`src/rtl/nmru_pkg.sv`:
```
package nmru_pkg;
  // Reason the pointer moves on a given cycle
  typedef enum logic [1:0] {
    PTR_KEEP  = 2'd0,
    PTR_ALLOC = 2'd1,
    PTR_HIT   = 2'd2
  } ptr_cause_e;
endpackage

```
`src/rtl/nmru_match.sv`:
```
module nmru_match #(
  parameter int N     = 64,
  parameter int TAG_W = 16,
  parameter int IDX_W = $clog2(N)
) (
  input  logic                       clk,
  input  logic                       rst_n,
  input  logic                       en,
  input  logic [TAG_W-1:0]           key,
  input  logic [N-1:0]               valid,
  input  logic [N-1:0][TAG_W-1:0]    tags,
  output logic [N-1:0]               match_vec,
  output logic                       hit,
  output logic [IDX_W-1:0]           hit_idx
);
  // OR-encode a one-hot vector into a binary index
  function automatic logic [IDX_W-1:0] onehot_enc(input logic [N-1:0] v);
    logic [IDX_W-1:0] r;
    r = '0;
    for (int i = 0; i < N; i++)
      if (v[i]) r = r | IDX_W'(i);
    return r;
  endfunction

  for (genvar g = 0; g < N; g++) begin : g_cmp
    assign match_vec[g] = en && valid[g] && (tags[g] == key);
  end

  assign hit     = |match_vec;
  assign hit_idx = onehot_enc(match_vec);

  AST_HIT_UNIQUE: assert property (@(posedge clk) disable iff (!rst_n)
    $onehot0(match_vec));
endmodule

```
`src/rtl/nmru_free_pick.sv`:
```
module nmru_free_pick #(
  parameter int N     = 64,
  parameter int IDX_W = $clog2(N)
) (
  input  logic [N-1:0]     valid,
  output logic             any_free,
  output logic [IDX_W-1:0] free_idx
);
  function automatic logic [IDX_W-1:0] lowest_zero(input logic [N-1:0] v);
    logic [IDX_W-1:0] r;
    r = '0;
    for (int i = N - 1; i >= 0; i--)
      if (!v[i]) r = IDX_W'(i);
    return r;
  endfunction

  assign any_free = ~&valid;
  assign free_idx = lowest_zero(valid);
endmodule

```
`src/rtl/nmru_ptr.sv`:
```
module nmru_ptr #(
  parameter int N     = 64,
  parameter int IDX_W = $clog2(N)
) (
  input  logic                    clk,
  input  logic                    rst_n,
  input  nmru_pkg::ptr_cause_e    cause,
  output logic [IDX_W-1:0]        ptr
);
  localparam logic [IDX_W-1:0] LAST = IDX_W'(N - 1);

  function automatic logic [IDX_W-1:0] ptr_next(input logic [IDX_W-1:0] p);
    return (p == LAST) ? '0 : p + 1'b1;
  endfunction

  logic step;
  assign step = (cause != nmru_pkg::PTR_KEEP);

  always_ff @(posedge clk or negedge rst_n) begin
    if (!rst_n)    ptr <= '0;
    else if (step) ptr <= ptr_next(ptr);
  end

  AST_PTR_STEP: assert property (@(posedge clk) disable iff (!rst_n)
    step |=> (ptr == (($past(ptr) == LAST) ? '0 : $past(ptr) + 1'b1)));
  AST_PTR_WRAP: assert property (@(posedge clk) disable iff (!rst_n)
    (step && ptr == LAST) |=> (ptr == '0));
  AST_PTR_HOLD: assert property (@(posedge clk) disable iff (!rst_n)
    !step |=> $stable(ptr));
endmodule

```
`src/rtl/nmru_tag_store.sv`:
```
module nmru_tag_store #(
  parameter int N     = 64,
  parameter int TAG_W = 16,
  parameter int IDX_W = $clog2(N)
) (
  input  logic             clk,
  input  logic             rst_n,
  input  logic             lookup_vld,
  input  logic [TAG_W-1:0] lookup_tag,
  output logic             hit,
  output logic [IDX_W-1:0] hit_idx,
  input  logic             alloc_vld,
  input  logic [TAG_W-1:0] alloc_tag,
  output logic [IDX_W-1:0] alloc_idx,
  input  logic             inv_all,
  output logic [IDX_W-1:0] victim_ptr
);
  import nmru_pkg::*;

  logic [N-1:0]            valid_q;
  logic [N-1:0][TAG_W-1:0] tag_q;
  logic [N-1:0]            match_vec;
  logic                    any_free;
  logic [IDX_W-1:0]        free_idx;
  logic                    alloc_fire;
  logic                    alloc_on_ptr;
  logic                    hit_on_ptr;
  ptr_cause_e              cause;

  nmru_match #(.N(N), .TAG_W(TAG_W), .IDX_W(IDX_W)) u_match (
    .clk(clk), .rst_n(rst_n), .en(lookup_vld), .key(lookup_tag),
    .valid(valid_q), .tags(tag_q), .match_vec(match_vec),
    .hit(hit), .hit_idx(hit_idx));

  nmru_free_pick #(.N(N), .IDX_W(IDX_W)) u_free (
    .valid(valid_q), .any_free(any_free), .free_idx(free_idx));

  assign alloc_idx    = any_free ? free_idx : victim_ptr;
  assign alloc_fire   = alloc_vld && !inv_all;
  assign alloc_on_ptr = alloc_fire && (alloc_idx == victim_ptr);
  assign hit_on_ptr   = !inv_all && hit && (hit_idx == victim_ptr);

  always_comb begin
    if (alloc_on_ptr)    cause = PTR_ALLOC;
    else if (hit_on_ptr) cause = PTR_HIT;
    else                 cause = PTR_KEEP;
  end

  nmru_ptr #(.N(N), .IDX_W(IDX_W)) u_ptr (
    .clk(clk), .rst_n(rst_n), .cause(cause), .ptr(victim_ptr));

  always_ff @(posedge clk or negedge rst_n) begin
    if (!rst_n) begin
      valid_q <= '0;
      tag_q   <= '0;
    end else if (inv_all) begin
      valid_q <= '0;
    end else if (alloc_fire) begin
      valid_q[alloc_idx] <= 1'b1;
      tag_q[alloc_idx]   <= alloc_tag;
    end
  end

  AST_INV_CLEAR: assert property (@(posedge clk) disable iff (!rst_n)
    inv_all |=> (valid_q == '0));
  AST_INV_PTR: assert property (@(posedge clk) disable iff (!rst_n)
    inv_all |=> $stable(victim_ptr));
  AST_ALLOC_SET: assert property (@(posedge clk) disable iff (!rst_n)
    alloc_fire |=> valid_q[$past(alloc_idx)]);
  AST_ALLOC_FULL: assert property (@(posedge clk) disable iff (!rst_n)
    (&valid_q) |-> (alloc_idx == victim_ptr));
  AST_ALLOC_OFF_PTR: assert property (@(posedge clk) disable iff (!rst_n)
    (alloc_fire && alloc_idx != victim_ptr && !hit_on_ptr) |=> $stable(victim_ptr));
endmodule

```
`config.mk`:
```
export PLATFORM = sky130hd
export DESIGN_NAME = nmru_tag_store
export DESIGN_NICKNAME = d
export VERILOG_FILES = /design/src/rtl/nmru_pkg.sv /design/src/rtl/nmru_match.sv /design/src/rtl/nmru_free_pick.sv /design/src/rtl/nmru_ptr.sv /design/src/rtl/nmru_tag_store.sv
export SDC_FILE = /design/constraint.sdc
export NUM_CORES = 2
export LEC_CHECK = 0
export BUFFER_PORTS_ARGS = -buffer_cell sky130_fd_sc_hd__buf_2
export CAP_MARGIN = 20
export CORE_ASPECT_RATIO = 0.6
export CORE_MARGIN = 5
export CORE_UTILIZATION = 65
export CTS_BUF_LIST = sky130_fd_sc_hd__clkbuf_16
export DETAILED_ROUTE_END_ITERATION = 6
export PLACE_DENSITY = 0.82
export SYNTH_ARGS = -nofsm -noshare
export SYNTH_HDL_FRONTEND = slang
export SYNTH_SLANG_ARGS = --single-unit
```
`constraint.sdc`:
```
create_clock -name clk -period 4.8 [get_ports clk]
set_input_delay 0.48 -clock clk [delete_from_list [all_inputs] [get_ports clk]]
set_output_delay 0.48 -clock clk [all_outputs]
set_load 0.005 [all_outputs]
```
# Word-level counts from Yosys, hierarchy flattened
# Index checks and enable logic that the tools add are counted.
[totals]
reg_bits = 1094
out_inout_bits = 19
elab_cells = 419
[op_classes]
addsub = 1
order_cmp = 2
n_eq_ne = 67
muxes = 142
bitwise_logic = 2
n_reduce_logical = 139
[ops]
columns = ["cell", "n"]
rows = [
  ["1024-bit two-way mux", 2],
  ["1024-bit bitwise mux", 1],
  ["16-bit equality test", 64],
  ["6-bit two-way mux", 98],
  ["64-bit two-way mux", 3],
  ["1-bit logical AND", 133],
  ["16-bit demux with 6-bit select", 1],
  ["5-bit two-way mux", 16],
  ["64-bit OR", 1],
  ["64-bit AND reduction", 1],
  ["64-bit OR reduction", 1],
  ["4-bit two-way mux", 8],
  ["16-bit two-way mux", 1],
  ["6-bit equality test", 2],
  ["3-bit two-way mux", 4],
  ["2-bit two-way mux", 5],
  ["6-bit by 7-bit less-than comparator with 1-bit output, second input constant", 1],
  ["6-bit by 1-bit adder with 6-bit output, second input constant", 1],
  ["1-bit demux with 6-bit select", 1],
  ["6-bit equality test, second input constant", 1],
  ["6-bit by 1-bit greater-or-equal comparator with 1-bit output, second input constant", 1],
  ["2-bit nonzero test", 2],
  ["1-bit two-way mux", 2],
  ["2-bit AND reduction", 1],
  ["other kinds (2)", 2],
]

# Longest topological paths before layout
[depth]
ltp_word = 73
depth_mapped = 15
depth_no_buf = 12

# Hierarchy
# Synthesis repeated with hierarchy kept, for this count alone.
[hier_totals]
cells_unflattened = 4303
hier_area_um2 = 56427.9
[by_module_without_submodules]
columns = ["module", "n_inst", "cells_each", "area_per_inst_um2"]
rows = [
  ["nmru_tag_store", 1, 2546, 41982.8],
  ["nmru_match", 1, 1583, 13369.1],
  ["nmru_free_pick", 1, 147, 789.5],
  ["nmru_ptr", 1, 27, 286.5],
]

# Worst setup path before layout
# OpenSTA, ideal clock, no wires.
[synth_timing]
path_type = "in2reg"
start = "input lookup_tag[9]"
end = "register u_ptr.ptr[5]"
arrival_time_ps = 3195
required_time_ps = 4676
path_slack_ps = 1481
stages = 14
n_path_buf = 3
cell_sequence = "buf_4 buf_8 buf_6 xor2_1 nor4_1 nand4_1 o22ai_1 nor4_2 nand4_1 or2_1 or4_4 and2_4 a31o_2 a211o_1"
[synth_between]
word_cells_on_any_way = 199
[synth_lines]
columns = ["element", "line", "rtl"]
rows = [
  ["start, declared", "nmru_tag_store.sv:9", "input logic [TAG_W-1:0] lookup_tag,"],
  ["16-bit equality test", "nmru_match.sv:26", "assign match_vec[g] = en && valid[g] && (tags[g] == key);"],
  ["1-bit logical AND", "nmru_match.sv:26", ""],
  ["5-bit two-way mux (16 in a row)", "nmru_match.sv:21", "if (v[i]) r = r | IDX_W'(i);"],
  ["6-bit two-way mux (31 in a row)", "nmru_match.sv:21", ""],
  ["6-bit two-way mux *", "nmru_match.sv:21", ""],
  ["via hit_idx[4]", "nmru_tag_store.sv:11", "output logic [IDX_W-1:0] hit_idx,"],
  ["6-bit equality test *", "nmru_tag_store.sv:41", "assign hit_on_ptr = !inv_all && hit && (hit_idx == victim_ptr);"],
  ["1-bit logical AND *", "nmru_tag_store.sv:41", ""],
  ["2-bit two-way mux *", "nmru_tag_store.sv:45", "else if (hit_on_ptr) cause = PTR_HIT;"],
  ["2-bit two-way mux * (2 in a row)", "nmru_tag_store.sv:44", "if (alloc_on_ptr) cause = PTR_ALLOC;"],
  ["2-bit nonzero test *", "nmru_ptr.sv:17", "assign step = (cause != nmru_pkg::PTR_KEEP);"],
  ["end signal, assigned", "nmru_ptr.sv:21", "else if (step) ptr <= ptr_next(ptr);"],
  ["end, declared", "nmru_ptr.sv:8", "output logic [IDX_W-1:0] ptr"],
]
# The timed path passes the listed nets; every way through them passes the cells marked *. The select of a mux whose other input is x is not followed.
# A chain may end at the register's enable or synchronous reset.

# Worst setup path after layout
[layout_timing]
start = "register valid_q[62]"
end = "register tag_q[448] in the netlist's numbering"
[layout_between]
elab_chain_len = 71
word_cells_on_any_way = 73
[layout_lines]
columns = ["element", "line", "rtl"]
rows = [
  ["start, declared", "nmru_tag_store.sv:20", "logic [N-1:0] valid_q;"],
  ["start signal, assigned", "nmru_tag_store.sv:54", "valid_q <= '0;"],
  ["start signal, assigned", "nmru_tag_store.sv:57", "valid_q <= '0;"],
  ["start signal, assigned by index", "nmru_tag_store.sv:59", "valid_q[alloc_idx] <= 1'b1;"],
  ["6-bit two-way mux (63 in a row)", "nmru_free_pick.sv:13", "if (!v[i]) r = IDX_W'(i);"],
  ["6-bit two-way mux *", "nmru_tag_store.sv:38", "assign alloc_idx = any_free ? free_idx : victim_ptr;"],
  ["6-bit by 7-bit less-than comparator with 1-bit output (implied by the code) or 6-bit by 1-bit greater-or-equal comparator with 1-bit output (tied branches)", "nmru_tag_store.sv:60", "tag_q[alloc_idx] <= alloc_tag;"],
  ["1-bit logical AND (implied by the code)", "nmru_tag_store.sv:60", ""],
  ["16-bit two-way mux (implied by the code)", "nmru_tag_store.sv:60", ""],
  ["16-bit demux with 6-bit select *", "nmru_tag_store.sv:60", ""],
  ["1024-bit bitwise mux *", "nmru_tag_store.sv:60", ""],
  ["1024-bit two-way mux *", "nmru_tag_store.sv:58", "end else if (alloc_fire) begin"],
  ["1024-bit two-way mux *", "nmru_tag_store.sv:56", "end else if (inv_all) begin"],
  ["end signal, assigned by index", "nmru_tag_store.sv:60", ""],
  ["end, declared", "nmru_tag_store.sv:21", "logic [N-1:0][TAG_W-1:0] tag_q;"],
]
# Every way passes the cells marked *; elsewhere a longest branch is shown, timed or not. The select of a mux whose other input is x is not followed.

==> metrics <==
number of antenna violations at the first check in global routing=12; status=completed; Final Hold Viols=0; Root Driver=clkbuf_16; buffers added on ports=55; Worst Path Max Fanout=16; 1st-iter DRT viols=6206; Static Leak=31.4 nW; Setup Total Neg Slack=0 ns; Design Power=19.6 mW; top cells by area, synth=dfrtp_1 (46%), mux2_2 (20%), xor2_1 (14%); DIE AREA=97300 um2; Met2 Wirelength=79100 um; Crit path max-delay family=compound AO/OA/AOI/OAI gates; cts repair resizes=0; CTS tree=built; clock sinks=1094; area leader, netlist=dfrtp_1; Slowest-stage cell, CP=a311oi_1; reg2reg setup slack=0.22 ns; Worst Tran Pin Value=1.28 ns; routed wire length per instance=31.4 um; commonest register cell after synthesis=dfrtp_1; largest net degree at the start of global routing=127; die height=244 um; clk slew on worst S/H paths=0.06 ns; CP arrival=5.17 ns; Final Non-Filler Cells=6351; Worst setup EP type=flip-flop; reg2reg start=valid_q[62]; Bufs and invs on worst path=1; type of origin of the critical path=flip-flop; via count=44.4k; DIE WIDTH=399 um; Mapped Cells=4990; core area=90000 um2; flop and latch count out of synthesis=1094; WL met1=80500 um; Area Overhead vs Synth=8.55%; cell area power density=306 nW/um2; Detail Placement HPWL=128000 um; VDD IR-drop max=0.000303 V; nets=5082; hold crit path type=primary input to async pin; Overall Global Routing Usage=40.8%; Antenna Nets Post-Route=0; dpl cell area=60900 um2; Synth Cell Area=59100 um2; filler instances=6339; Ports=56; R2R Path End=tag_q[448]; post-synth top area share=46.3%; fmax=0.218 GHz; Site Rows=85; worst-skew pair later-pin latency=0.73 ns; wirelength, routed=200000 um; number of flops mapped to enable cells by yosys=0; CP Class=flip-flop to flip-flop; DRT Pass-1 Iters=6; Seq/Total Area, Yosys=46.3%; worst r2r path cells=12; routed vias/inst=6.99; grt ovf=0; Num CTS Buffers=100; Cell Chain, Critical Path=nand2_1 > a311oi_1 > o211ai_1 > a311oi_1 > o21ai_0 > nand2_1 > nand2_1 > a21oi_1 > nand2_2 > nor2_2 > buf_4 > mux2_2; vias in the first global route=44.3k; most frequent cells in the layout=dfrtp_1 (1094), mux2_2 (1024), xor2_1 (969); syn_area_per_cell=11.8 um2; Final setup viols=0; # Max-Cap Violations=0; share of cells above drive strength 1=29.6%; Top Metal Used=met5; H-tree depth=3; Clock Skews=0.0377 ns; unrepaired setup endpoints after global routing=no; Routed met3 length=29500 um; most common cell after layout, fill and taps aside=dfrtp_1; placer congestion estimate=1.03; fin. max-slew vios=0; Worst path most repeated cell=nand2_1; DRC Markers=0; Finished Cell Area=64200 um2; global-route wire length before repair=296000 um; Yosys warning count=0; FFs w/ async S/R, synth=100%; Max stage delay on crit path=0.63 ns; Distinct cells, synth=86; WP data required=5.38 ns; min Tclk post-route=4.58 ns; max-slew headroom at the worst pin=14.6%; Placed Instances=6159; Final Cycle Share=95.5%; Net Count, Synth=5028; WHS=0.375 ns; Initial Util=65.7%; CTS Buffer Depth=3
==> kinds of logic after synthesis <==
family	count (synthesis)	synth area share, %
AND/OR/NAND/NOR	1231	11.7
buffers and inverters	364	4.08
adder cells (fa/ha/maj)	1	0.0212
flip-flops	1094	46.3
XOR/XNOR	1032	15.4
AO/OA/AOI/OAI	243	2.96
multiplexers	1025	19.5
==> metrics by stage <==
stage          utilization, %  setup WS (ns)
2_1_floorplan               -           1.48
3_3_place_gp             67.7          0.233
3_5_place_dp             67.7          0.194
4_1_cts                  71.3          0.589
5_1_grt                  71.3          0.355
6_report                 71.3          0.215
==> timing repair <==
| item | CTS | global route |
|---|---|---|
| endpoints found under the setup margin | 0 | 0 |
| setup buffers | 0 | 0 |
| hold endpoints to repair | 58 | 0 |
| hold buffers | 1 | 0 |
==> where the power goes <==
part           switching, mW  internal (mW)
Sequential             0.106           9.36
Clock                   3.72           4.44
Combinational           1.43          0.569
==> metal layers <==
layer,up-vias,global-route usage (%)
met5,-,0
met4,18,16.7
met3,712,14.8
met2,3306,54.9
met1,22400,59.4
li1,18000,-
==> layout make-up <==
cell class / count / area (um2) / share of cell area, %
antenna: 3 / 7.51 / 0.0117
clock buffer: 102 / 2550 / 3.98
clock inverter: 86 / 684 / 1.07
inverter: 51 / 191 / 0.298
multi-input combinational: 3532 / 29300 / 45.7
sequential: 1094 / 27400 / 42.7
tap: 1218 / 1520 / 2.38
timing repair buffer: 265 / 2510 / 3.91
==> synth_stat cells (all sizes together) (3+ instances only) <==
cell type  count
or3           53
or4           32
dfrtp       1094
o32ai         22
nor3         108
mux2        1024
a211oi         3
inv           51
a21o          42
a2111oi        3
clkbuf       113
nor4b          8
nand2        207
a31o           5
nand4         95
xor2         977
nor2b          6
o2111ai        4
nor4         368
a311oi        16
and4          10
or2            4
nor2         185
a21oi         14
nand3         86
and3           4
and2           7
a31oi          9
o211ai         5
buf          200
xnor2         55
nand4b        29
o22ai         53
nor3b          3
o31ai          5
o21ai         36
nand3b        17
nand4bb        3
==> worst reg2reg max path, delay by kind of cell, from the launching register on <==
| family | cells | cell delay [ns] |
|---|---|---|
| AOI/OAI and AO/OA | 5 | 1.95 |
| and+or+nand+nor | 5 | 1.29 |
| DFF | 1 | 0.53 |
| muxes | 1 | 0.38 |
| buffers and inverters | 1 | 0.31 |
==> registers in the layout, indices dropped and copies added (netlist names) <==
signal     count
tag_q       1024
u_ptr.ptr      6
valid_q       64
==> worst max-delay path by stage <==
stage	startpoint	endpoint	depth (start not counted)
4_1_cts	lookup_tag[1]	hit_idx[1]	12
2_1_floorplan	lookup_tag[9]	u_ptr.ptr[5]	14
3_3_place_gp	lookup_tag[1]	u_ptr.ptr[3]	13
5_1_grt	valid_q[63]	tag_q[908]	12
6_report	valid_q[62]	tag_q[448]	12
3_5_place_dp	lookup_tag[1]	u_ptr.ptr[3]	13
(Power assumes the default switching activity.)
